--- config.mk ---
export PLATFORM = sky130hd
export DESIGN_NAME = spi_frame_master
export DESIGN_NICKNAME = d
export VERILOG_FILES = /design/src/rtl/spi_frame_pkg.sv /design/src/rtl/spi_half_tick.sv /design/src/rtl/spi_gap_timer.sv /design/src/rtl/spi_shift_core.sv /design/src/rtl/spi_frame_master.sv
export SDC_FILE = /design/constraint.sdc
export NUM_CORES = 1
export LEC_CHECK = 0
export ABC_AREA = 1
export BUFFER_PORTS_ARGS = -buffer_cell sky130_fd_sc_hd__buf_2
export CORE_UTILIZATION = 52
export DETAILED_ROUTE_END_ITERATION = 8
export PLACE_DENSITY = 0.77
export SYNTH_ARGS = -nofsm -noshare
export SYNTH_HDL_FRONTEND = slang
export SYNTH_HIERARCHICAL = 1
export SYNTH_SLANG_ARGS = --single-unit
--- constraint.sdc ---
create_clock -name clk -period 3.2 [get_ports clk]
set_input_delay 0.32 -clock clk [delete_from_list [all_inputs] [get_ports clk]]
set_output_delay 0.32 -clock clk [all_outputs]
set_load 0.05 [all_outputs]
--- src/rtl/spi_frame_pkg.sv ---
// Shared types for the SPI frame master.
// Assumes: used only by the spi_frame_master hierarchy.
package spi_frame_pkg;
    typedef enum logic [1:0] {
        ST_IDLE     = 2'd0,
        ST_FRAME    = 2'd1,
        ST_GAP_CLK  = 2'd2,
        ST_GAP_STRB = 2'd3
    } fm_state_e;

    // Chip-select periods that carry no data (lead-in plus lead-out).
    localparam int unsigned PAD_SLOTS = 2;
endpackage

--- src/rtl/spi_half_tick.sv ---
// Half-period tick generator: pulses once every 4*(div+1) cycles while run is high.
// Assumes: clear restarts the phase; div is stable while running.
module spi_half_tick #(
    parameter int unsigned DIV_W = 16
) (
    input  logic             clk,
    input  logic             rst_n,
    input  logic             run,
    input  logic             clear,
    input  logic [DIV_W-1:0] div,
    output logic             tick
);
    localparam int unsigned CW = DIV_W + 2;

    logic [CW-1:0] cnt;
    logic [CW-1:0] limit;

    // 4*(div+1)-1 equals div followed by two ones
    assign limit = {div, 2'b11};
    assign tick  = run && (cnt == limit);

    // Count system cycles within one half period
    always_ff @(posedge clk) begin
        if (!rst_n)                     cnt <= '0;
        else if (clear || !run || tick) cnt <= '0;
        else                            cnt <= cnt + CW'(1);
    end
endmodule

--- src/rtl/spi_gap_timer.sv ---
// Strobe-counted gap timer: loaded at frame start, counts strobes while active.
// Assumes: strobe is a single-cycle pulse in the clk domain.
module spi_gap_timer #(
    parameter int unsigned GAP_W = 17
) (
    input  logic             clk,
    input  logic             rst_n,
    input  logic             load,
    input  logic [GAP_W-1:0] load_val,
    input  logic             active,
    input  logic             strobe,
    output logic             expire,
    output logic             is_zero
);
    logic [GAP_W-1:0] cnt;

    assign is_zero = (cnt == '0);
    assign expire  = active && strobe && (cnt == GAP_W'(1));

    // Hold the remaining strobe count
    always_ff @(posedge clk) begin
        if (!rst_n)                             cnt <= '0;
        else if (load)                          cnt <= load_val;
        else if (active && strobe && !is_zero)  cnt <= cnt - GAP_W'(1);
    end
endmodule

--- src/rtl/spi_shift_core.sv ---
// Transmit and receive shift registers; receive shifts only for bits at or past the delay.
// Assumes: bit_idx names the data bit being sampled when sample is high.
module spi_shift_core #(
    parameter int unsigned DATA_W = 32,
    parameter int unsigned DLY_W  = 8,
    parameter int unsigned IDX_W  = 5
) (
    input  logic              clk,
    input  logic              rst_n,
    input  logic              load,
    input  logic [DATA_W-1:0] tx_word,
    input  logic              shift_tx,
    input  logic              sample,
    input  logic [IDX_W-1:0]  bit_idx,
    input  logic [DLY_W-1:0]  delay,
    input  logic              miso,
    output logic              mosi,
    output logic [DATA_W-1:0] rx_word
);
    logic [DATA_W-1:0] tx_sh;
    logic              capture_ok;

    localparam int unsigned CMP_W = (DLY_W > IDX_W) ? DLY_W : IDX_W;

    assign capture_ok = (CMP_W'(bit_idx) >= CMP_W'(delay));
    assign mosi       = tx_sh[DATA_W-1];

    // Present transmit bits MSB first
    always_ff @(posedge clk) begin
        if (!rst_n)        tx_sh <= '0;
        else if (load)     tx_sh <= tx_word;
        else if (shift_tx) tx_sh <= {tx_sh[DATA_W-2:0], 1'b0};
    end

    // Collect received bits into the LSB end
    always_ff @(posedge clk) begin
        if (!rst_n)                    rx_word <= '0;
        else if (sample && capture_ok) rx_word <= {rx_word[DATA_W-2:0], miso};
    end
endmodule

--- src/rtl/spi_frame_master.sv ---
// SPI frame master: one 32-bit exchange per start, then a strobe-timed gap.
// Assumes: single slave; start is honoured only while busy is low;
// every frame is lead-in + DATA_W bits + lead-out serial-clock periods.
module spi_frame_master
    import spi_frame_pkg::*;
#(
    parameter int unsigned DATA_W = 32,
    parameter int unsigned DIV_W  = 16,
    parameter int unsigned DLY_W  = 8,
    parameter int unsigned GAP_W  = 17
) (
    input  logic              clk,
    input  logic              rst_n,
    input  logic              tick_strobe,
    input  logic              cfg_cpol,
    input  logic              cfg_cpha,
    input  logic [DLY_W-1:0]  cfg_in_delay,
    input  logic [DIV_W-1:0]  cfg_div,
    input  logic [GAP_W-1:0]  cfg_gap,
    input  logic              start,
    output logic              busy,
    output logic              done,
    input  logic [DATA_W-1:0] tx_word,
    output logic [DATA_W-1:0] rx_word,
    output logic              sclk,
    output logic              mosi,
    input  logic              miso,
    output logic              cs_n
);
    localparam int unsigned HALVES = 2 * (DATA_W + PAD_SLOTS);
    localparam int unsigned HI_W   = $clog2(HALVES + 1);
    localparam int unsigned IDX_W  = $clog2(DATA_W);
    localparam logic [HI_W-1:0] HI_LAST  = HI_W'(HALVES - 1);
    localparam logic [HI_W-1:0] LEAD_LO  = HI_W'(3);
    localparam logic [HI_W-1:0] LEAD_HI  = HI_W'(2 * DATA_W + 1);
    localparam logic [HI_W-1:0] TRAIL_LO = HI_W'(4);
    localparam logic [HI_W-1:0] TRAIL_HI = HI_W'(2 * DATA_W + 2);
    localparam logic [HI_W-1:0] SH0_HI   = HI_W'(2 * DATA_W);
    localparam logic [HI_W-1:0] SH1_LO   = HI_W'(5);

    fm_state_e        state;
    logic [HI_W-1:0]  hi, hn, lead_off, trail_off;
    logic             cpol_q, cpha_q, sclk_q, done_q;
    logic [DLY_W-1:0] dly_q;
    logic [DIV_W-1:0] div_q;
    logic             start_ok, tick, in_frame;
    logic             lead_ev, trail_ev, shift_tx, sample, sclk_act;
    logic [IDX_W-1:0] sample_idx;
    logic             gap_expire, gap_zero;

    assign start_ok  = start && (state == ST_IDLE);
    assign in_frame  = (state == ST_FRAME);
    assign hn        = hi + HI_W'(1);
    assign lead_off  = hn - LEAD_LO;
    assign trail_off = hn - TRAIL_LO;

    // Edge events decoded from the half-period index being entered
    assign lead_ev  = in_frame && tick && hn[0]  && (hn >= LEAD_LO)  && (hn <= LEAD_HI);
    assign trail_ev = in_frame && tick && !hn[0] && (hn >= TRAIL_LO) && (hn <= TRAIL_HI);

    // Phase selects which edge samples and which edge shifts
    always_comb begin
        if (!cpha_q) begin
            sample     = lead_ev;
            sample_idx = lead_off[IDX_W:1];
            shift_tx   = trail_ev && (hn <= SH0_HI);
        end else begin
            sample     = trail_ev;
            sample_idx = trail_off[IDX_W:1];
            shift_tx   = lead_ev && (hn >= SH1_LO);
        end
    end

    // Serial clock is active in the second half of each data period
    assign sclk_act = in_frame && hi[0] && (hi >= LEAD_LO) && (hi <= LEAD_HI);

    spi_half_tick #(.DIV_W(DIV_W)) u_tick (
        .clk   (clk),
        .rst_n (rst_n),
        .run   (in_frame || (state == ST_GAP_CLK)),
        .clear (start_ok),
        .div   (start_ok ? cfg_div : div_q),
        .tick  (tick)
    );

    spi_gap_timer #(.GAP_W(GAP_W)) u_gap (
        .clk      (clk),
        .rst_n    (rst_n),
        .load     (start_ok),
        .load_val (cfg_gap),
        .active   (state == ST_GAP_STRB),
        .strobe   (tick_strobe),
        .expire   (gap_expire),
        .is_zero  (gap_zero)
    );

    spi_shift_core #(.DATA_W(DATA_W), .DLY_W(DLY_W), .IDX_W(IDX_W)) u_shift (
        .clk      (clk),
        .rst_n    (rst_n),
        .load     (start_ok),
        .tx_word  (tx_word),
        .shift_tx (shift_tx),
        .sample   (sample),
        .bit_idx  (sample_idx),
        .delay    (dly_q),
        .miso     (miso),
        .mosi     (mosi),
        .rx_word  (rx_word)
    );

    // Latch the configuration on an accepted start
    always_ff @(posedge clk) begin
        if (!rst_n) begin
            cpol_q <= 1'b0;
            cpha_q <= 1'b0;
            dly_q  <= '0;
            div_q  <= '0;
        end else if (start_ok) begin
            cpol_q <= cfg_cpol;
            cpha_q <= cfg_cpha;
            dly_q  <= cfg_in_delay;
            div_q  <= cfg_div;
        end
    end

    // Frame and gap sequencing
    always_ff @(posedge clk) begin
        if (!rst_n) begin
            state  <= ST_IDLE;
            hi     <= '0;
            done_q <= 1'b0;
        end else begin
            done_q <= 1'b0;
            case (state)
                ST_IDLE: if (start_ok) begin
                    state <= ST_FRAME;
                    hi    <= '0;
                end
                ST_FRAME: if (tick) begin
                    if (hi == HI_LAST) begin
                        state <= ST_GAP_CLK;
                        hi    <= '0;
                    end else begin
                        hi <= hn;
                    end
                end
                ST_GAP_CLK: if (tick) begin
                    if (hi[0]) begin
                        hi <= '0;
                        if (gap_zero) begin
                            state  <= ST_IDLE;
                            done_q <= 1'b1;
                        end else begin
                            state <= ST_GAP_STRB;
                        end
                    end else begin
                        hi <= hn;
                    end
                end
                ST_GAP_STRB: if (gap_expire) begin
                    state  <= ST_IDLE;
                    done_q <= 1'b1;
                end
                default: state <= ST_IDLE;
            endcase
        end
    end

    // Register the serial clock pin so it cannot glitch
    always_ff @(posedge clk) begin
        if (!rst_n) sclk_q <= 1'b0;
        else        sclk_q <= cpol_q ^ sclk_act;
    end

    assign sclk = sclk_q;
    assign cs_n = !in_frame;
    assign busy = (state != ST_IDLE);
    assign done = done_q;
endmodule

-- Yosys cells after proc, flatten, opt, wreduce, memory -nomap -nowiden
Index checks and enable logic that the tools add are counted.
- flip-flop bits (word level): 136
- bits of input ports: 80
- output and inout port bits: 37
- logic and storage cells: 101
- $add $sub $neg: 5
- $lt $le $gt $ge: 9
- eq/ne operators: 12
- mux-type cells: 27
- bitwise gates (word level): 2
- reduce and logical (&&, ||, !) cells: 34
- operators by type and width (operator ; number):
    $mux 32 ; 2
    $mux 7 ; 5
    $mux 17 ; 2
    $le 7x7->1 const B ; 4
    $pmux 7 s3 ; 1
    $add 18x1->18 const B ; 1
    $eq 18x18->1 ; 1
    $logic_and 1x1->1 ; 18
    $eq 17x1->1 const B ; 1
    $logic_not 17->1 ; 1
    $sub 17x1->17 const B ; 1
    $mux 16 ; 1
    $ge 7x2->1 const B ; 2
    $ge 7x3->1 const B ; 2
    $mux 2 ; 7
    $ge 5x8->1 ; 1
    $ne 2x2->1 const B ; 4
    $pmux 2 s4 ; 1
    $add 7x1->7 const B ; 1
    $eq 7x7->1 const B ; 1
    $mux 1 ; 6
    $reduce_and 6->1 ; 1
    $reduce_bool 2->1 ; 3
    $sub 6x2->6 const B ; 1
    14 further kinds ; 21

-- Logic depth before layout (Yosys ltp)
Gate-level depths: netlist of run 1.
- depth after elaboration: 13
- depth in mapped cells: 27
- mapped depth without buffers: 26

-- Cells and area by module
The synthesis of run 1 kept the hierarchy.
- by module, submodules not included (module ; times used ; cells an instance ; area each (um^2) ; sequential area each (um^2)):
    spi_shift_core ; 1 ; 460 ; 3124.2 ; 1281.2
    spi_frame_master ; 1 ; 325 ; 2218.4 ; 740.7
    spi_half_tick ; 1 ; 210 ; 1301.2 ; 360.3
    spi_gap_timer ; 1 ; 197 ; 1201.2 ; 340.3

-- Least setup slack after synthesis of run 1
OpenSTA, ideal clock, no wires.
- path kind: flip-flop to flip-flop
- from: reg state[0]
- to: reg u_shift.rx_word[13]
- setup time: 0.117 ns
- arrival time: 3.258 ns
- required time: 3.083 ns
- path slack: -0.175 ns
- cell stages (with the launch flop): 24
- period minus slack after synthesis: 3.375 ns
- cell sequence: dfxtp_1 inv_1 ha_1 nand2_1 inv_1 clkbuf_1 or2_2 o21ai_0 inv_1 xnor2_1 nor3b_1 nand3_1 nor2_1 nand2_1 nor2_1 nand2_1 nor2_2 nand2_1 nand2_1 clkbuf_1 buf_1 nand3_1 nand2_1 nor2_1
- word-level cells in the longest chain between the ends: 11
- elaborated cells on any way between the ends: 17
- ends and longest elaborated chain (item ; RTL line ; text):
    start: declaration ; spi_frame_master.sv:41 ; fm_state_e state;
    start signal: assignment ; spi_frame_master.sv:129 ; state <= ST_IDLE;
    start signal: assignment ; spi_frame_master.sv:136 ; state <= ST_FRAME;
    start signal: assignment ; spi_frame_master.sv:141 ; state <= ST_GAP_CLK;
    $logic_not 2->1 * ; spi_frame_master.sv:51 ; assign start_ok = start && (state == ST_IDLE);
    $logic_and 1x1->1 * ; spi_frame_master.sv:51 ;
    net start_ok ; spi_frame_master.sv:46 ; logic start_ok, tick, in_frame;
    $mux 16 * ; -- ;
    $eq 18x18->1 * ; spi_half_tick.sv:20 ; assign tick = run && (cnt == limit);
    $logic_and 1x1->1 * ; spi_half_tick.sv:20 ;
    net tick ; spi_frame_master.sv:46 ;
    $logic_and 1x1->1 * ; spi_frame_master.sv:58, spi_frame_master.sv:59 ;
    $logic_and 1x1->1 (on tied branches) (3 in a row) ; spi_frame_master.sv:58, spi_frame_master.sv:59 ;
    $mux 1 * ; spi_frame_master.sv:63 ; if (!cpha_q) begin
    net sample ; spi_frame_master.sv:47 ; logic lead_ev, trail_ev, shift_tx, sample, sclk_act;
    $logic_and 1x1->1 * ; spi_shift_core.sv:38 ; else if (sample && capture_ok) rx_word <= {rx_word[DATA_W-2:0], miso};
    end signal: assignment ; spi_shift_core.sv:38 ;
    end: declaration ; spi_shift_core.sv:18 ; output logic [DATA_W-1:0] rx_word
Mark *: on every way through the listed nets, which the timed path passes. The rest lies on a longest branch.
A chain may end at the register's enable or synchronous reset.

-- Final worst setup path of run 1
- from: reg state[0]
- to: reg u_shift.tx_sh[25]
- word-level cells in the longest chain between the ends: 12
- elaborated cells on any way between the ends: 20
- ends and longest elaborated chain (item ; RTL line ; text):
    $logic_not 2->1 ; spi_frame_master.sv:51 ;
    $logic_and 1x1->1 ; spi_frame_master.sv:51 ;
    $mux 16 ; -- ;
    $eq 18x18->1 ; spi_half_tick.sv:20 ;
    $logic_and 1x1->1 * ; spi_half_tick.sv:20 ;
    net tick ; spi_frame_master.sv:46 ;
    $logic_and 1x1->1 * ; spi_frame_master.sv:58, spi_frame_master.sv:59 ;
    $logic_and 1x1->1 (on tied branches) (3 in a row) ; spi_frame_master.sv:59, spi_frame_master.sv:58 ;
    $logic_and 1x1->1 (on tied branches) ; spi_frame_master.sv:66, spi_frame_master.sv:70 ;
    $mux 1 * ; spi_frame_master.sv:63 ;
    net shift_tx ; spi_frame_master.sv:47 ;
    $reduce_bool 2->1 (no source line) * ; -- ;
    end signal: assignment ; spi_shift_core.sv:31 ; else if (load) tx_sh <= tx_word;
    end signal: assignment ; spi_shift_core.sv:32 ; else if (shift_tx) tx_sh <= {tx_sh[DATA_W-2:0], 1'b0};
    end: declaration ; spi_shift_core.sv:20 ; logic [DATA_W-1:0] tx_sh;
Marks and branches as above.

==> flow_summary.ini, run 1 <==
[status]
status = finished, violations left
violations = DRC

[global_route]
grt_max_degree = 64
grt_pass1_wl_um = 31400
antenna_found_initial = 0
grt-ovfl-total = 0
first_global_vias = 6910
grt_usage_pct = 24.5

[detailed_routing]
wl_um = 19700
antenna_left = 0
drt-vias-per-instance = 5.12
firstDrtPassIters = 7
wl_per_cell_um = 13.0
drc = 14
drtIter0Drc = 528
vias = 7766

[clocking]
clk_latency_ps = 420
cts_sinks = 136
clkSlewWorstSetupHoldPaths_ps = 60
clockRootBuffer = clkbuf_16
cts_buffers = 17
htreeDepth = 4
cts_tree = yes
hold_buffers = 0
clockBufferDepth = 2

[synthesis]
syn_nets = 1294
yosysUniqueCellTypes = 41
syn_area_sq_mm = 0.00785
syn_inst = 1192
seq_area_frac_synth_pct = 34.7
yosysWarningCount = 6
ys_ff_latch = 136
avgSynthCellArea_sq_um = 6.58

[run]
timing.max_cap.violations = 0

[power]
switching_share_pct = 38.3
pwr-share-comb_pct = 40.1
power_density_mw_per_mm2 = 706
p_clk_share_pct = 29.6
p_sw_mw = 2.62
seq_power_share_pct = 30.4
vdd_drop_max_mv = 0.777
p_int_mw = 4.23
p_leak_nw = 4.55

[worst_setup_path]
worstPathArrival_ps = 3460
r2r-start = state[0]
required_ps = 3520
rrSetupSlack_ps = 60
critPathTopFamily = simple AND/OR/NAND/NOR gates
r2r_end = u_shift/tx_sh[25]
slowest_stage = dfxtp_2
worstPathMaxFanout = 9
path_common_cell = nand2_1
reg2regPathDepth = 27
endpoint_kind = register
path_class = register to register
max_stage_delay_ps = 340
worstSetupStartpointType = register
cp_num_buf_inv = 9

[placement]
dpl_cell_area_sq_mm = 0.00866
gp_congestion = 0.902
port_buffers = 116
place_ws_ps = 12.7
dpl.cell_count = 1475
hpwl_um = 13100

[cells_and_area]
layout_commonest_cell = nand2_1
drive_gt1_share_pct = 24.0
fillers = 1278
syn_to_final_growth_pct = 23.7
antenna_cells = 0
stdcell_area_sq_mm = 0.00971
nNetsFinal = 1421
mostFrequentLayoutCells = nand2_1, inv_1, nor2_1
final_cells = 1516

[sta]
finalSetupTns_ps = 0
timing.final.crit_share_pct = 98.1
hold_violations = 0
maxSlewViolCount = 0
setup_viol = 0
fmax_mhz = 319
fin_skew_ps = 8.11
tightest_slew_ps = 770
period_needed_ps = 3140
fin_ws_ps = 62.0
rsz0062_at_grt = yes
maxSlewHeadroom_pct = 48.6

[floorplanning]
coreArea_sq_mm = 0.0146
die_x_um = 125
dieHeight_um = 125
row_count = 44
initial_utilization_pct = 53.6
ios = 117
die_area_sq_mm = 0.0156

[min_path]
timing.hold.worst.class = primary input to register
holdPathEnd = div_q[8]
hold_start = cfg_div[8]
whs_path_depth = 3
[routing by layer]
layer  global-route usage, %  vias up  part of all wire [%]  wire length [um]
met5                       0        -                     0                 0
met4                    8.54        0                   1.9               382
met3                    5.15       34                   5.1              1010
met2                    41.8      212                    49              9720
met1                    30.6     3574                    43              8560
li1                        -     3946                     -                 -
[through the flow]
stage / hold WS, ps / util [%] / total power [mW]
after floorplan: 438 / - / 3.95
after global placement: 453 / 59.1 / 4.42
after detailed placement: 454 / 59.1 / 4.46
after CTS: 151 / 63.3 / 6.51
after global routing: 153 / 66.3 / 7.30
final: 143 / 66.3 / 6.85
[final cells by class]
cell class                 instances  area [sq um]  share of cell area, %
clock buffer                      18           439                   4.52
clock inverter                    14           171                   1.77
inverter                         206           793                   8.17
multi-input combinational        805          4310                   44.4
sequential                       136          2730                   28.1
tap                              184           230                   2.37
timing repair buffer             151          1020                   10.5
timing repair inverter             2          17.5                  0.180
[Yosys cell counts]
library cell | n | area share (%)
nand3_2 | 6 | 0.77
clkinv_4 | 1 | 0.11
o21ai_1 | 7 | 0.45
buf_6 | 11 | 1.6
nor4_1 | 1 | 0.080
o21bai_1 | 2 | 0.19
o21ai_2 | 2 | 0.22
buf_2 | 8 | 0.51
nand2_1 | 261 | 12
inv_1 | 198 | 9.5
nand4_1 | 13 | 1.0
nand3_1 | 72 | 4.6
nor3b_1 | 2 | 0.19
nand2_2 | 11 | 0.88
a21oi_1 | 49 | 3.1
xnor2_1 | 8 | 0.89
nor2_2 | 8 | 0.64
nor3_2 | 2 | 0.26
nor2_8 | 2 | 0.51
o2111a_1 | 1 | 0.14
nor2_4 | 5 | 0.72
nand2_4 | 7 | 1.0
buf_12 | 1 | 0.26
or2_2 | 16 | 1.3
clkbuf_1 | 16 | 0.77
a21oi_2 | 2 | 0.22
xor2_1 | 18 | 2.0
buf_1 | 6 | 0.29
o21ai_0 | 67 | 4.3
a31oi_1 | 2 | 0.16
o211ai_1 | 4 | 0.38
dfxtp_1 | 136 | 35
ha_1 | 22 | 3.5
nand3b_1 | 2 | 0.19
clkinv_1 | 1 | 0.048
inv_2 | 6 | 0.29
buf_4 | 3 | 0.29
a21oi_4 | 1 | 0.21
nor2_1 | 183 | 8.8
nor3_1 | 15 | 0.96
o221ai_1 | 14 | 1.6
[worst min-delay path, delay by kind of cell]
family | cells | cell delay, ps
buf+inv | 1 | 80
simple gates | 1 | 70
compound gates | 1 | 60
[power groups by stage]
stage	clock [mW]	sequential, mW	combinational, mW
after floorplan	0	2.08	1.87
after global placement	0	2.10	2.32
after detailed placement	0	2.10	2.36
after CTS	2.05	2.07	2.39
after global routing	2.14	2.11	3.05
final	2.03	2.08	2.75
[sequential cells by signal, indices dropped and copies added, names as in the netlist]
register	count
div_q	16
sclk	1
u_shift/tx_sh	32
cpha_q	1
state	2
done	1
cpol_q	1
dly_q	8
u_shift/rx_word	32
hi	7
u_gap/cnt	17
u_tick/cnt	18
[logic make-up (layout without fill, tap and decap cells)]
| logic type | count (synthesis) | in the layout | synth area share (%) |
|---|---|---|---|
| buffers and inverters | 251 | 391 | 13.6 |
| and+or+nand+nor | 606 | 606 | 34.3 |
| adders and majority gates | 22 | 22 | 3.51 |
| AOI/OAI and AO/OA | 151 | 151 | 10.9 |
| DFF | 136 | 136 | 34.7 |
| xor gates and xnor gates | 26 | 26 | 2.90 |
[timing repair]
item	in CTS	in global routing
gates cloned	0	6
resized for setup	3	106
pin swaps	1	23
hold endpoints to repair	0	0
buffers inserted	0	3
setup endpoints to repair	2	72
[worst max path at each step]
stage / startpoint / endpoint / slack [ps] / depth (start not counted)
global placement: state[0] / u_shift/tx_sh[21] / 90 / 25
global route: state[0] / u_shift/tx_sh[25] / -180 / 27
finish: state[0] / u_shift/tx_sh[25] / 60 / 27
floorplan: state[0] / u_shift/tx_sh[23] / 4 / 23
CTS: state[0] / u_shift/tx_sh[13] / 30 / 25
detailed placement: state[0] / u_shift/tx_sh[16] / 10 / 27
Note: power is estimated with default switching activity, not from simulation.
==> run 2: changes to the inputs <==
- CORE_UTILIZATION: 52 -> 62
- CTS_CLUSTER_SIZE: unset -> 25
- PLACE_DENSITY: 0.77 -> 0.86
- clock period: 3.2 -> 4.04 ns (I/O delays scaled with it)
==> flow_summary.ini, run 2 (synthesis results as in run 1) <==
[floorplanning]
coreArea_sq_mm = 0.0122
initial_utilization_pct = 64.5
ios = 117
die_area_sq_mm = 0.0131
die_x_um = 114
row_count = 40
dieHeight_um = 114

[detailed_routing]
drtIter0Drc = 551
wl_per_cell_um = 12.3
drc = 0
vias = 7543
firstDrtPassIters = 5
wl_um = 18100
antenna_left = 0
drt-vias-per-instance = 5.13

[power]
vdd_drop_max_mv = 0.460
power_density_mw_per_mm2 = 540
p_leak_nw = 4.31

[clocking]
htreeDepth = 4
clockRootBuffer = clkbuf_16
clkSlewWorstSetupHoldPaths_ps = 60
cts_tree = yes
clockBufferDepth = 2
clk_latency_ps = 420
cts_buffers = 17
cts_sinks = 136
cts_setup_buffers = 0

[worst_setup_path]
worstPathArrival_ps = 4020
path_class = register to register
endpoint_kind = register
worstPathMaxFanout = 26
worstSetupStartpointType = register
required_ps = 4400

[min_path]
timing.hold.worst.class = primary input to register

[global_route]
first_global_vias = 6821
grt-ovfl-total = 0
grt_max_degree = 65
grt_pass1_wl_um = 29800
antenna_found_initial = 0
grt_usage_pct = 28.4

[placement]
port_buffers = 116
dpl.cell_count = 1439
gp_congestion = 0.939
dpl_cell_area_sq_mm = 0.00843
place_ws_ps = 350
hpwl_um = 12500

[sta]
rsz0062_at_grt = no
fin_skew_ps = 10.8
hold_violations = 0
timing.final.crit_share_pct = 90.7
setup_viol = 0
maxSlewViolCount = 0
finalSetupTns_ps = 0
fin_ws_ps = 377
maxSlewHeadroom_pct = 41.0
tightest_slew_ps = 885
period_needed_ps = 3660
fmax_mhz = 273
hold_ws_ps = 240

[run]
timing.max_cap.violations = 0

[cells_and_area]
syn_to_final_growth_pct = 14.9
regArea_sq_mm = 0.00272
nNetsFinal = 1392
antenna_cells = 0
final_cells = 1471
mostFrequentLayoutCells = nand2_1, inv_1, nor2_1
layout_commonest_cell = nand2_1
fillers = 1005
multi_input_area_sq_mm = 0.00406
stdcell_area_sq_mm = 0.00901
reg.largest.list = u_shift/rx_word: 32 flops, u_shift/tx_sh: 32 flops, u_tick/cnt: 18 flops
drive_gt1_share_pct = 17.3

[status]
status = finished clean
-- run 2: cell types whose count changed in the layout (fill, tap and decap cells not counted), moves of 9 or more --
cell	before	now
o21ai_0	43	67
nand2_2	22	13
buf_4	21	6
o221ai_2	10	0
nand2_1	248	259
o21ai_2	18	2
o221ai_1	4	14
-- run 2: worst paths after layout --
path                        start          endpoint  slack [ps]  cells after the start
setup / recovery         state[0]  u_shift/tx_sh[1]         380                     24
hold / removal    cfg_in_delay[7]          dly_q[7]         240                      3
setup reg to reg         state[0]  u_shift/tx_sh[1]         380                     24
hold reg to reg            cpol_q              sclk         470                      2
-- run 2: timing repair --
action / CTS / global route
gates resized for setup: 0 / 4
endpoints found under the setup margin: 0 / 28
hold buffers: 0 / 0
-- run 2: final cells by class --
cell class / instances / area share, %
Inverter: 206 / 8.69
Clock buffer: 23 / 5.19
Sequential cell: 136 / 30.2
Tap cell: 168 / 2.33
Multi-Input combinational cell: 805 / 45.1
Timing Repair Buffer: 124 / 7.39
Clock inverter: 9 / 1.10
-- run 2: through the flow --
| stage | util (%) | total power, mW |
|---|---|---|
| floorplan | - | 3.13 |
| global placement | 69.4 | 3.33 |
| detailed placement | 69.4 | 3.37 |
| CTS | 74.0 | 4.87 |
| global route | 74.1 | 5.21 |
| finish | 74.1 | 4.86 |
-- run 2: report_power, final --
| part | internal, mW | leakage (nW) | switching (mW) |
|---|---|---|---|
| Sequential | 1.53 | 1.11 | 0.119 |
| Clock | 0.934 | 0.284 | 0.553 |
| Combinational | 0.577 | 2.91 | 1.15 |
| Total | 3.04 | 4.31 | 1.83 |
-- run 2: worst max-delay path: stages, from the launching register on --
cell        delay (ps)
dfxtp_1            380
inv_1              120
ha_1               220
nand2_1             90
inv_2              190
or2_2              330
o21ai_0            100
inv_1               80
xnor2_1            170
nor3b_1            240
nand3_1            130
nor2_2             210
nand2_1             80
nor2_1              90
nand2_1             70
nor2_2             120
nand2_1             90
nand2_2            150
nand2_1             70
buf_4              210
clkinvlp_4         160
nand2_1             70
o211ai_1           120
nand2_1             80
inv_1               50
-- run 2: routing by layer --
metal	track usage [%]	up-vias	wire length (um)
met3	7.09	39	992
met4	9.96	0	374
met2	49.5	238	8790
li1	-	3886	-
met5	0	-	0
met1	33.9	3380	7930
